[config.mk]
export PLATFORM = sky130hd
export DESIGN_NAME = alu32_cc
export DESIGN_NICKNAME = d
export VERILOG_FILES = /design/src/rtl/alu32_cc_pkg.sv /design/src/rtl/alu_addsub.sv /design/src/rtl/alu_mul_half.sv /design/src/rtl/alu_dyadic.sv /design/src/rtl/alu_monadic.sv /design/src/rtl/alu32_cc.sv
export SDC_FILE = /design/constraint.sdc
export NUM_CORES = 1
export LEC_CHECK = 0
export BUFFER_PORTS_ARGS = -buffer_cell sky130_fd_sc_hd__buf_2
export CORE_MARGIN = 3
export CORE_UTILIZATION = 45
export DETAILED_ROUTE_END_ITERATION = 8
export PLACE_DENSITY = 0.59
export SLEW_MARGIN = 20
export SYNTH_ARGS = -nofsm -noshare
export SYNTH_HDL_FRONTEND = slang
export SYNTH_HIERARCHICAL = 1
export SYNTH_SLANG_ARGS = --single-unit
[constraint.sdc]
create_clock -name clk -period 2.3 [get_ports clk]
set_clock_uncertainty 0.15 [all_clocks]
set_input_delay 0 -clock clk [delete_from_list [all_inputs] [get_ports clk]]
set_output_delay 0 -clock clk [all_outputs]
set_load 0.05 [all_outputs]
[src/rtl/alu32_cc_pkg.sv]
package alu32_cc_pkg;

  typedef struct packed {
    logic v;
    logic c;
    logic z;
    logic n;
  } alu_flags_t;

  typedef enum logic [3:0] {
    DY_ADD  = 4'h0,
    DY_ADC  = 4'h1,
    DY_SUB  = 4'h2,
    DY_SBB  = 4'h3,
    DY_AND  = 4'h4,
    DY_OR   = 4'h5,
    DY_XOR  = 4'h6,
    DY_COPY = 4'h7,
    DY_CMP  = 4'h8,
    DY_TST  = 4'h9,
    DY_MULU = 4'hA,
    DY_MULS = 4'hB
  } dy_op_e;

  typedef enum logic [3:0] {
    MO_INC  = 4'h0,
    MO_DEC  = 4'h1,
    MO_NOT  = 4'h2,
    MO_LSL  = 4'h3,
    MO_LSR  = 4'h4,
    MO_ASL  = 4'h5,
    MO_ASR  = 4'h6,
    MO_NEG  = 4'h7,
    MO_BSWP = 4'h8,
    MO_CMPZ = 4'h9,
    MO_SXW  = 4'hA,
    MO_SXB  = 4'hB
  } mo_op_e;

endpackage

[src/rtl/alu_addsub.sv]
// Shared carry-chain: sum = x + y + cin. Callers pre-invert y to subtract.
module alu_addsub #(
  parameter int DW = 32
) (
  input  logic [DW-1:0] opx,
  input  logic [DW-1:0] opy,
  input  logic          cin,
  output logic [DW-1:0] sum,
  output logic          cout,
  output logic          ovf
);
  logic [DW:0] wide;

  always_comb begin
    wide = {1'b0, opx} + {1'b0, opy} + {{DW{1'b0}}, cin};
    sum  = wide[DW-1:0];
    cout = wide[DW];
    ovf  = (opx[DW-1] == opy[DW-1]) && (wide[DW-1] != opx[DW-1]);
  end
endmodule

[src/rtl/alu_mul_half.sv]
// Half-width multiply, signed or unsigned, full-width product.
module alu_mul_half #(
  parameter int DW = 32
) (
  input  logic [DW-1:0] mx,
  input  logic [DW-1:0] my,
  input  logic          sgn,
  output logic [DW-1:0] prod
);
  localparam int HW = DW / 2;

  logic signed [HW:0]     ex_x;
  logic signed [HW:0]     ex_y;
  logic signed [2*HW+1:0] full;

  always_comb begin
    ex_x = {sgn & mx[HW-1], mx[HW-1:0]};
    ex_y = {sgn & my[HW-1], my[HW-1:0]};
    full = ex_x * ex_y;
    prod = full[DW-1:0];
  end
endmodule

[src/rtl/alu_dyadic.sv]
module alu_dyadic
  import alu32_cc_pkg::*;
#(
  parameter int DW = 32
) (
  input  logic [DW-1:0] a,
  input  logic [DW-1:0] b,
  input  logic [3:0]    code,
  input  logic          c_in,
  output logic [DW-1:0] res,
  output alu_flags_t    fl,
  output logic          upd,
  output logic          wr
);
  logic [DW-1:0] add_y;
  logic          add_ci;
  logic [DW-1:0] add_s;
  logic          add_co;
  logic          add_v;
  logic [DW-1:0] prod;
  logic          is_sub;

  alu_addsub #(.DW(DW)) u_add (
    .opx (a),
    .opy (add_y),
    .cin (add_ci),
    .sum (add_s),
    .cout(add_co),
    .ovf (add_v)
  );

  alu_mul_half #(.DW(DW)) u_mul (
    .mx  (a),
    .my  (b),
    .sgn (code == DY_MULS),
    .prod(prod)
  );

  always_comb begin
    is_sub = (code == DY_SUB) || (code == DY_SBB) || (code == DY_CMP);
    add_y  = is_sub ? ~b : b;
    unique case (code)
      DY_ADC:          add_ci = c_in;
      DY_SUB, DY_CMP:  add_ci = 1'b1;
      DY_SBB:          add_ci = ~c_in;
      default:         add_ci = 1'b0;
    endcase
  end

  always_comb begin
    res  = '0;
    fl   = '0;
    upd  = 1'b1;
    wr   = 1'b1;
    case (code)
      DY_ADD, DY_ADC, DY_SUB, DY_SBB, DY_CMP: begin
        res  = add_s;
        fl.c = is_sub ? ~add_co : add_co;
        fl.v = add_v;
        wr   = (code != DY_CMP);
      end
      DY_AND, DY_TST: begin
        res = a & b;
        wr  = (code != DY_TST);
      end
      DY_OR:            res = a | b;
      DY_XOR:           res = a ^ b;
      DY_COPY: begin
        res = b;
        upd = 1'b0;
      end
      DY_MULU, DY_MULS: res = prod;
      default: begin
        upd = 1'b0;
        wr  = 1'b0;
      end
    endcase
    fl.z = (res == '0);
    fl.n = res[DW-1];
  end
endmodule

[src/rtl/alu_monadic.sv]
module alu_monadic
  import alu32_cc_pkg::*;
#(
  parameter int DW = 32
) (
  input  logic [DW-1:0] a,
  input  logic [3:0]    code,
  output logic [DW-1:0] res,
  output alu_flags_t    fl,
  output logic          upd,
  output logic          wr
);
  localparam int NBYTE = DW / 8;
  localparam int HW    = DW / 2;

  logic [DW-1:0] add_x;
  logic [DW-1:0] add_y;
  logic [DW-1:0] add_s;
  logic          add_co;
  logic          add_v;
  logic [DW-1:0] swapped;

  for (genvar gi = 0; gi < NBYTE; gi++) begin : g_swap
    assign swapped[8*gi +: 8] = a[8*(NBYTE-1-gi) +: 8];
  end

  // inc: a+0+1, dec: a+~1+1, neg: 0+~a+1
  always_comb begin
    unique case (code)
      MO_DEC: begin
        add_x = a;
        add_y = ~{{(DW-1){1'b0}}, 1'b1};
      end
      MO_NEG: begin
        add_x = '0;
        add_y = ~a;
      end
      default: begin
        add_x = a;
        add_y = '0;
      end
    endcase
  end

  alu_addsub #(.DW(DW)) u_add (
    .opx (add_x),
    .opy (add_y),
    .cin (1'b1),
    .sum (add_s),
    .cout(add_co),
    .ovf (add_v)
  );

  always_comb begin
    res = '0;
    fl  = '0;
    upd = 1'b1;
    wr  = 1'b1;
    case (code)
      MO_INC: begin
        res  = add_s;
        fl.c = add_co;
        fl.v = add_v;
      end
      MO_DEC, MO_NEG: begin
        res  = add_s;
        fl.c = ~add_co;
        fl.v = add_v;
      end
      MO_NOT:  res = ~a;
      MO_LSL: begin
        res  = {a[DW-2:0], 1'b0};
        fl.c = a[DW-1];
      end
      MO_LSR: begin
        res  = {1'b0, a[DW-1:1]};
        fl.c = a[0];
      end
      MO_ASL: begin
        res  = {a[DW-2:0], 1'b0};
        fl.c = a[DW-1];
        fl.v = a[DW-1] ^ a[DW-2];
      end
      MO_ASR: begin
        res  = {a[DW-1], a[DW-1:1]};
        fl.c = a[0];
      end
      MO_BSWP: res = swapped;
      MO_CMPZ: begin
        res = a;
        wr  = 1'b0;
      end
      MO_SXW:  res = {{HW{a[HW-1]}}, a[HW-1:0]};
      MO_SXB:  res = {{(DW-8){a[7]}}, a[7:0]};
      default: begin
        upd = 1'b0;
        wr  = 1'b0;
      end
    endcase
    fl.z = (res == '0);
    fl.n = res[DW-1];
  end
endmodule

[src/rtl/alu32_cc.sv]
module alu32_cc
  import alu32_cc_pkg::*;
#(
  parameter int DW = 32
) (
  input  logic          clk,
  input  logic          rst_n,
  input  logic          exec_en,
  input  logic          op_mono,
  input  logic [3:0]    op_sel,
  input  logic [DW-1:0] opnd_a,
  input  logic [DW-1:0] opnd_b,
  output logic [DW-1:0] res_q,
  output logic          dst_we,
  output logic [3:0]    flags_q
);
  localparam int SYNC_STAGES = 2;

  logic [SYNC_STAGES-1:0] rst_pipe;
  logic                   rst_n_s;

  always_ff @(posedge clk or negedge rst_n) begin
    if (!rst_n) rst_pipe <= '0;
    else        rst_pipe <= {rst_pipe[SYNC_STAGES-2:0], 1'b1};
  end
  assign rst_n_s = rst_pipe[SYNC_STAGES-1];

  alu_flags_t    fl_cur;
  logic [DW-1:0] dy_res, mo_res, sel_res;
  alu_flags_t    dy_fl, mo_fl, sel_fl;
  logic          dy_upd, mo_upd, sel_upd;
  logic          dy_wr, mo_wr, sel_wr;

  assign fl_cur = alu_flags_t'(flags_q);

  alu_dyadic #(.DW(DW)) u_dy (
    .a   (opnd_a),
    .b   (opnd_b),
    .code(op_sel),
    .c_in(fl_cur.c),
    .res (dy_res),
    .fl  (dy_fl),
    .upd (dy_upd),
    .wr  (dy_wr)
  );

  alu_monadic #(.DW(DW)) u_mo (
    .a   (opnd_a),
    .code(op_sel),
    .res (mo_res),
    .fl  (mo_fl),
    .upd (mo_upd),
    .wr  (mo_wr)
  );

  always_comb begin
    sel_res = op_mono ? mo_res : dy_res;
    sel_fl  = op_mono ? mo_fl  : dy_fl;
    sel_upd = op_mono ? mo_upd : dy_upd;
    sel_wr  = op_mono ? mo_wr  : dy_wr;
  end

  logic [DW-1:0] res_d;
  logic [3:0]    flags_d;
  logic          we_d;
  logic          res_en;
  logic          flags_en;

  always_comb begin
    res_en   = exec_en && sel_wr;
    flags_en = exec_en && sel_upd;
    res_d    = res_en   ? sel_res : res_q;
    flags_d  = flags_en ? 4'(sel_fl) : flags_q;
    we_d     = res_en;
  end

  always_ff @(posedge clk or negedge rst_n_s) begin
    if (!rst_n_s) begin
      res_q   <= '0;
      flags_q <= '0;
      dst_we  <= 1'b0;
    end else begin
      res_q   <= res_d;
      flags_q <= flags_d;
      dst_we  <= we_d;
    end
  end

  AST_IDLE_HOLD: assert property (@(posedge clk) disable iff (!rst_n_s)
    !exec_en |=> (!dst_we && $stable(res_q) && $stable(flags_q)));

  AST_COPY_FLAGS: assert property (@(posedge clk) disable iff (!rst_n_s)
    (exec_en && !op_mono && op_sel == DY_COPY) |=> (dst_we && $stable(flags_q)));

  AST_CMP_NO_WRITE: assert property (@(posedge clk) disable iff (!rst_n_s)
    (exec_en && ((!op_mono && (op_sel == DY_CMP || op_sel == DY_TST)) ||
                 (op_mono && op_sel == MO_CMPZ)))
    |=> (!dst_we && $stable(res_q)));

  AST_UNUSED_INERT: assert property (@(posedge clk) disable iff (!rst_n_s)
    (exec_en && op_sel[3:2] == 2'b11)
    |=> (!dst_we && $stable(res_q) && $stable(flags_q)));

  AST_ZN_TRACK: assert property (@(posedge clk) disable iff (!rst_n_s)
    (exec_en && sel_wr && sel_upd)
    |=> (flags_q[1] == (res_q == '0) && flags_q[0] == res_q[DW-1]));
endmodule

; Yosys cells after proc, flatten, opt, wreduce, memory -nomap -nowiden
; Index checks and enable logic that the tools add are counted.
; W data, S select, Z words.
[classes]
addsub = 4
mul = 1
n_eq_ne = 17
mux = 18
bitwise = 11
n_reduce_logical = 21
[ops]
columns = operator, count
row1 = $pmux W32 S9, 1
row2 = $pmux W32 S6, 1
row3 = $mux W32, 3
row4 = $add A32 B32 Y33, 2
row5 = $logic_not A32 Y1, 2
row6 = $not A32 Y32, 2
row7 = $pmux W32 S2, 1
row8 = $add A33 B1 Y33, 1
row9 = $add A33 B1 Y33 const B, 1
row10 = $and A32 B32 Y32, 1
row11 = $mul A17 B17 Y32, 1
row12 = $or A32 B32 Y32, 1
row13 = $xor A32 B32 Y32, 1
row14 = $reduce_or A11 Y1, 2
row15 = $eq A4 B3 Y1 const B, 4
row16 = $eq A4 B4 Y1 const B, 4
row17 = $reduce_or A12 Y1, 1
row18 = $reduce_or A2 Y1, 6
row19 = $reduce_or A5 Y1, 2
row20 = $eq A4 B2 Y1 const B, 2
row21 = $ne A4 B4 Y1 const B, 2
row22 = $mux W1, 6
row23 = $pmux W1 S3, 2
row24 = $eq A4 B1 Y1 const B, 1
row25 = other kinds (13), 22
[word_totals]
ff_bits = 39
in_bits = 72
output_inout_bits = 37
word_cells = 76

; Depth between registers and ports, before layout
[depth]
word_depth = 10
ltp_mapped = 35
ltp_nobuf = 31

; Hierarchy
; Netlist, hierarchy kept.
[modules_own_cells]
columns = module, n_inst, cells_per_inst, area_each_um2, seq_area_each_um2
row1 = alu_mul_half, 1, 1179, 10595.2, 0.0
row2 = alu_dyadic, 1, 489, 3529.6, 0.0
row3 = alu_addsub, 2, 239, 1720.4, 0.0
row4 = alu_monadic, 1, 355, 2185.8, 0.0
row5 = alu32_cc, 1, 171, 2020.7, 975.9

; Least setup slack after synthesis
; Ideal clock, no wire load.
[synth_timing]
kind = input -> register
start = input port op_sel[1]
end = register flags_q[1]
setup_ns = 0.082
arrival_ns = 7.818
required_time_ns = 2.068
setup_slack_ns = -5.750
path_stages = 34
path_buffers = 5
path_cell_list = buf_2 buf_2 clkbuf_1 clkbuf_1 and3_1 and2_1 clkbuf_1 nand2_1 inv_1 fa_1 fa_1 inv_1 fa_1 inv_1 fa_1 fa_1 inv_1 fa_1 inv_1 ha_1 a21o_1 a21o_1 a211o_1 a21oi_1 nand2_1 o21ai_0 xnor2_1 a22oi_1 o211ai_1 or4_1 or4b_1 nor4bb_1 mux2i_1 a31oi_1
[synth_lines]
columns = element, line
row1 = from (decl), alu32_cc.sv:10  ; input logic [3:0] op_sel,
row2 = to (signal assigned), alu32_cc.sv:84  ; flags_q <= flags_d;
row3 = to (decl), alu32_cc.sv:15  ; output logic [3:0] flags_q

==> results.toml <==
[worst_hold_path]
min_path_type = "primary input to flip-flop"

[critical_path]
critical-path-top-delay-family = "adder cells"
max_stage_delay_ns = 0.51
cpMostUsedCell = "fa_1"
required_ns = 2.36
cp_max_fo = 5
crit_buf_inv = 6
cp_slowest_cell = "or4b_4"
crit_arrival_ns = 7.31
crit_type = "primary input to flip-flop"
worst_setup_path_start_kind = "primary input"
endpoint_kind = "flip-flop"

[synthesis]
netlist_area_um2 = 21800
synth-seq-cells = 39
synthArstFlopShare_pct = 100
yosysWarningCount = 6
synth_nets = 3238
syn_area_per_cell_um2 = 8.15
synth_seq_area_share_pct = 4.48
synth_edf_count = 0
synth.distinct_cells = 95
synth_top_flop_cell = "dfrtp_1"
syn_inst = 2672

[clock_network]
worst_skew_pair.late_latency_ns = 0.28
cts.sinks = 39
numCtsBuffers = 5
clk_pin_slew_worst_paths_ns = 0.06
cts_tree = "yes"
htreeDepth = 2
cts_buffer_depth = 2
clock-root-buffer = "clkbuf_16"

[cells_and_area]
area_growth_pct = 38.5
instances_no_fill = 3954
final_common_cell = "buf_4"
drive_gt1_share_pct = 34.1
finalNetCount = 3911
layout_common_cells = "buf_4, inv_1, fa_1"

[floorplan]
ios = 109
rows = 79
design.core.area_um2 = 47100
die_y_um = 226
die_area_um2 = 51100
initial_core_util_pct = 46.2
die_x_um = 226

[grt]
grt_pass1_vias = 22800
grt_max_degree = 77
grtUsageTotal_pct = 33.1
overflow = 0
antenna_found_initial = 4
grt_pass1_wl_um = 131000

[run_status]
status = "complete, but fails checks"
violations = "negative setup slack"

[timing]
setup_viol = 36
worst_hold_slack_ns = 0.116
tightest_slew_ns = 0.793
finalCriticalPeriod_ns = 7.26
hold_viol_final = 0
maxSlewViolCount = 0
fmax_mhz = 138
fin_crit_sh_pct = 316
rsz0062_at_grt = "yes"
slew_headroom_pct = 47.1
setup_slack_ns = -4.96

[placed_design]
gp_congestion = 0.997
dp.cells = 3881
portBuffers = 108
dpl.hpwl_um = 69100
pre_cts_ws_ns = -5.38

[drt]
drtIter0Drc = 1957
first_pass_iters = 8
drc = 0
ant_nets = 0
drt-total-wl_um = 86400
vias_per_cell = 5.80
dr_total_vias = 22900
post_drt_wl_per_cell_um = 21.9

[power]
irDropWorstVdd_v = 0.00266
powerDensity_nw_per_um2 = 1270
power_mw = 38.2
power.leakage_nw = 15.0

[job]
maxCapViolations = 0
cell usage after synthesis (8+ instances only):
library cell,count,area (um2)
inv_1,418,1570
fa_1,286,5730
nand2_1,251,942
ha_1,208,2600
and2_1,137,857
clkbuf_1,110,413
a21oi_1,106,531
xnor2_1,95,832
nor2_1,94,353
o21ai_0,83,415
a22oi_1,60,450
nand3_1,51,255
mux2i_1,46,460
nor2b_1,46,288
a31oi_1,44,275
a21o_1,40,300
dfrtp_1,39,976
nand2b_1,33,206
buf_2,30,150
o211ai_1,30,225
xor2_1,27,236
a221o_1,24,240
a21oi_2,21,184
a221oi_1,21,184
and3_1,21,131
nand4_1,21,131
nor3b_1,20,150
nor4bb_1,20,200
nor3_1,17,85.1
o21a_1,17,128
a2bb2oi_1,13,114
o31ai_1,13,97.6
a211oi_1,12,90.1
o22ai_1,12,75.1
o21bai_1,11,82.6
a32oi_1,10,87.6
o2bb2ai_1,10,87.6
and4b_1,9,90.1
buf_4,9,67.6
buf_6,9,101
o2111ai_1,8,70.1
worst reg2reg max path: stages, from the launching register on:
cell      delay (ns)
dfrtp_2         0.42
and3_1          0.16
o21ai_2         0.15
a21oi_2         0.08
fa_2            0.39
a211oi_1        0.31
nor2_2          0.11
a41oi_2         0.27
a221oi_1        0.14
buf_4           0.18
o31ai_2         0.28
o21ai_0         0.19
xor2_1          0.25
nor3b_1         0.21
a211oi_1        0.29
o211ai_1        0.15
or4_1           0.49
or4b_4          0.52
nor4bb_4        0.28
mux2i_1         0.12
a31oi_1         0.20
stage by stage:
stage | cell area (um2) | setup TNS (ns) | utilization [%]
after detailed placement | 27800 | -131.48 | 59.1
after global routing | 30200 | -120.41 | 64.0
after CTS | 29500 | -111.83 | 62.6
after global placement | 27800 | -129.27 | 59.1
final | 30200 | -114.91 | 64.0
after floorplan | 22500 | -94.17 | -
per-layer routing:
| layer | track usage (%) | share of wire (%) | routed length [um] | up-vias |
|---|---|---|---|---|
| met5 | 0 | 0.012 | 10 | - |
| met4 | 9.57 | 3.5 | 2990 | 2 |
| met1 | 45.7 | 42 | 36400 | 11400 |
| met2 | 52.5 | 45 | 39000 | 1020 |
| li1 | - | - | - | 10400 |
| met3 | 7.24 | 9.3 | 8040 | 164 |
sequential cells by signal, summed over array words and instances (netlist names):
signal / count
rst_pipe: 2
flags_q: 4
dst_we: 1
res_q: 32
cell families (layout without fill, tap and decap cells):
| group | Yosys count | after routing | share of synthesized area (%) |
|---|---|---|---|
| and+or+nand+nor | 771 | 771 | 18.9 |
| AOI/OAI and AO/OA | 606 | 606 | 20.0 |
| buffers and inverters | 587 | 1261 | 11.0 |
| adders and majority gates | 494 | 494 | 38.3 |
| xor gates and xnor gates | 122 | 122 | 4.91 |
| muxes | 51 | 51 | 2.46 |
| DFF | 39 | 39 | 4.48 |
| other | 2 | 3 | 0.0345 |
cell type report:
class | instances | area, um2
clock inverter | 3 | 23.8
tap | 607 | 759
antenna | 1 | 2.50
clock buffer | 5 | 125
multi-input combinational | 2046 | 19800
timing repair buffer | 833 | 6850
sequential | 39 | 977
fill | 4081 | 17000
inverter | 420 | 1580
worst paths after layout:
kind	start	endpoint	slack [ns]	cells past startpoint
max reg2reg	flags_q[2]$_DFFE_PN0P_	flags_q[1]$_DFFE_PN0P_	-3.11	20
min in group asynchronous	rst_pipe[1]$_DFF_PN0_	res_q[18]$_DFFE_PN0P_	0.15	1
min reg2reg	rst_pipe[1]$_DFF_PN0_	res_q[18]$_DFFE_PN0P_	0.15	1
max in group asynchronous	rst_n	rst_pipe[0]$_DFF_PN0_	1.45	3
max	op_sel[2]	flags_q[1]$_DFFE_PN0P_	-4.96	31
min	exec_en	res_q[30]$_DFFE_PN0P_	0.12	2
what timing repair did:
item / 4_1_cts / 5_1_grt
hold buffers: 2 / 0
cloned: 5 / 0
hold endpoints to repair: 2 / 0
pin swaps: 77 / 81
resized for setup: 236 / 120
setup buffers: 48 / 28
endpoints found under the setup margin: 36 / 36
power by group:
part | leakage (nW) | internal [mW] | switching (mW)
Clock | 0.0664 | 0.405 | 0.291
Combinational | 14.5 | 17.2 | 19.3
Sequential | 0.450 | 0.873 | 0.135
(Power assumes the default switching activity.)
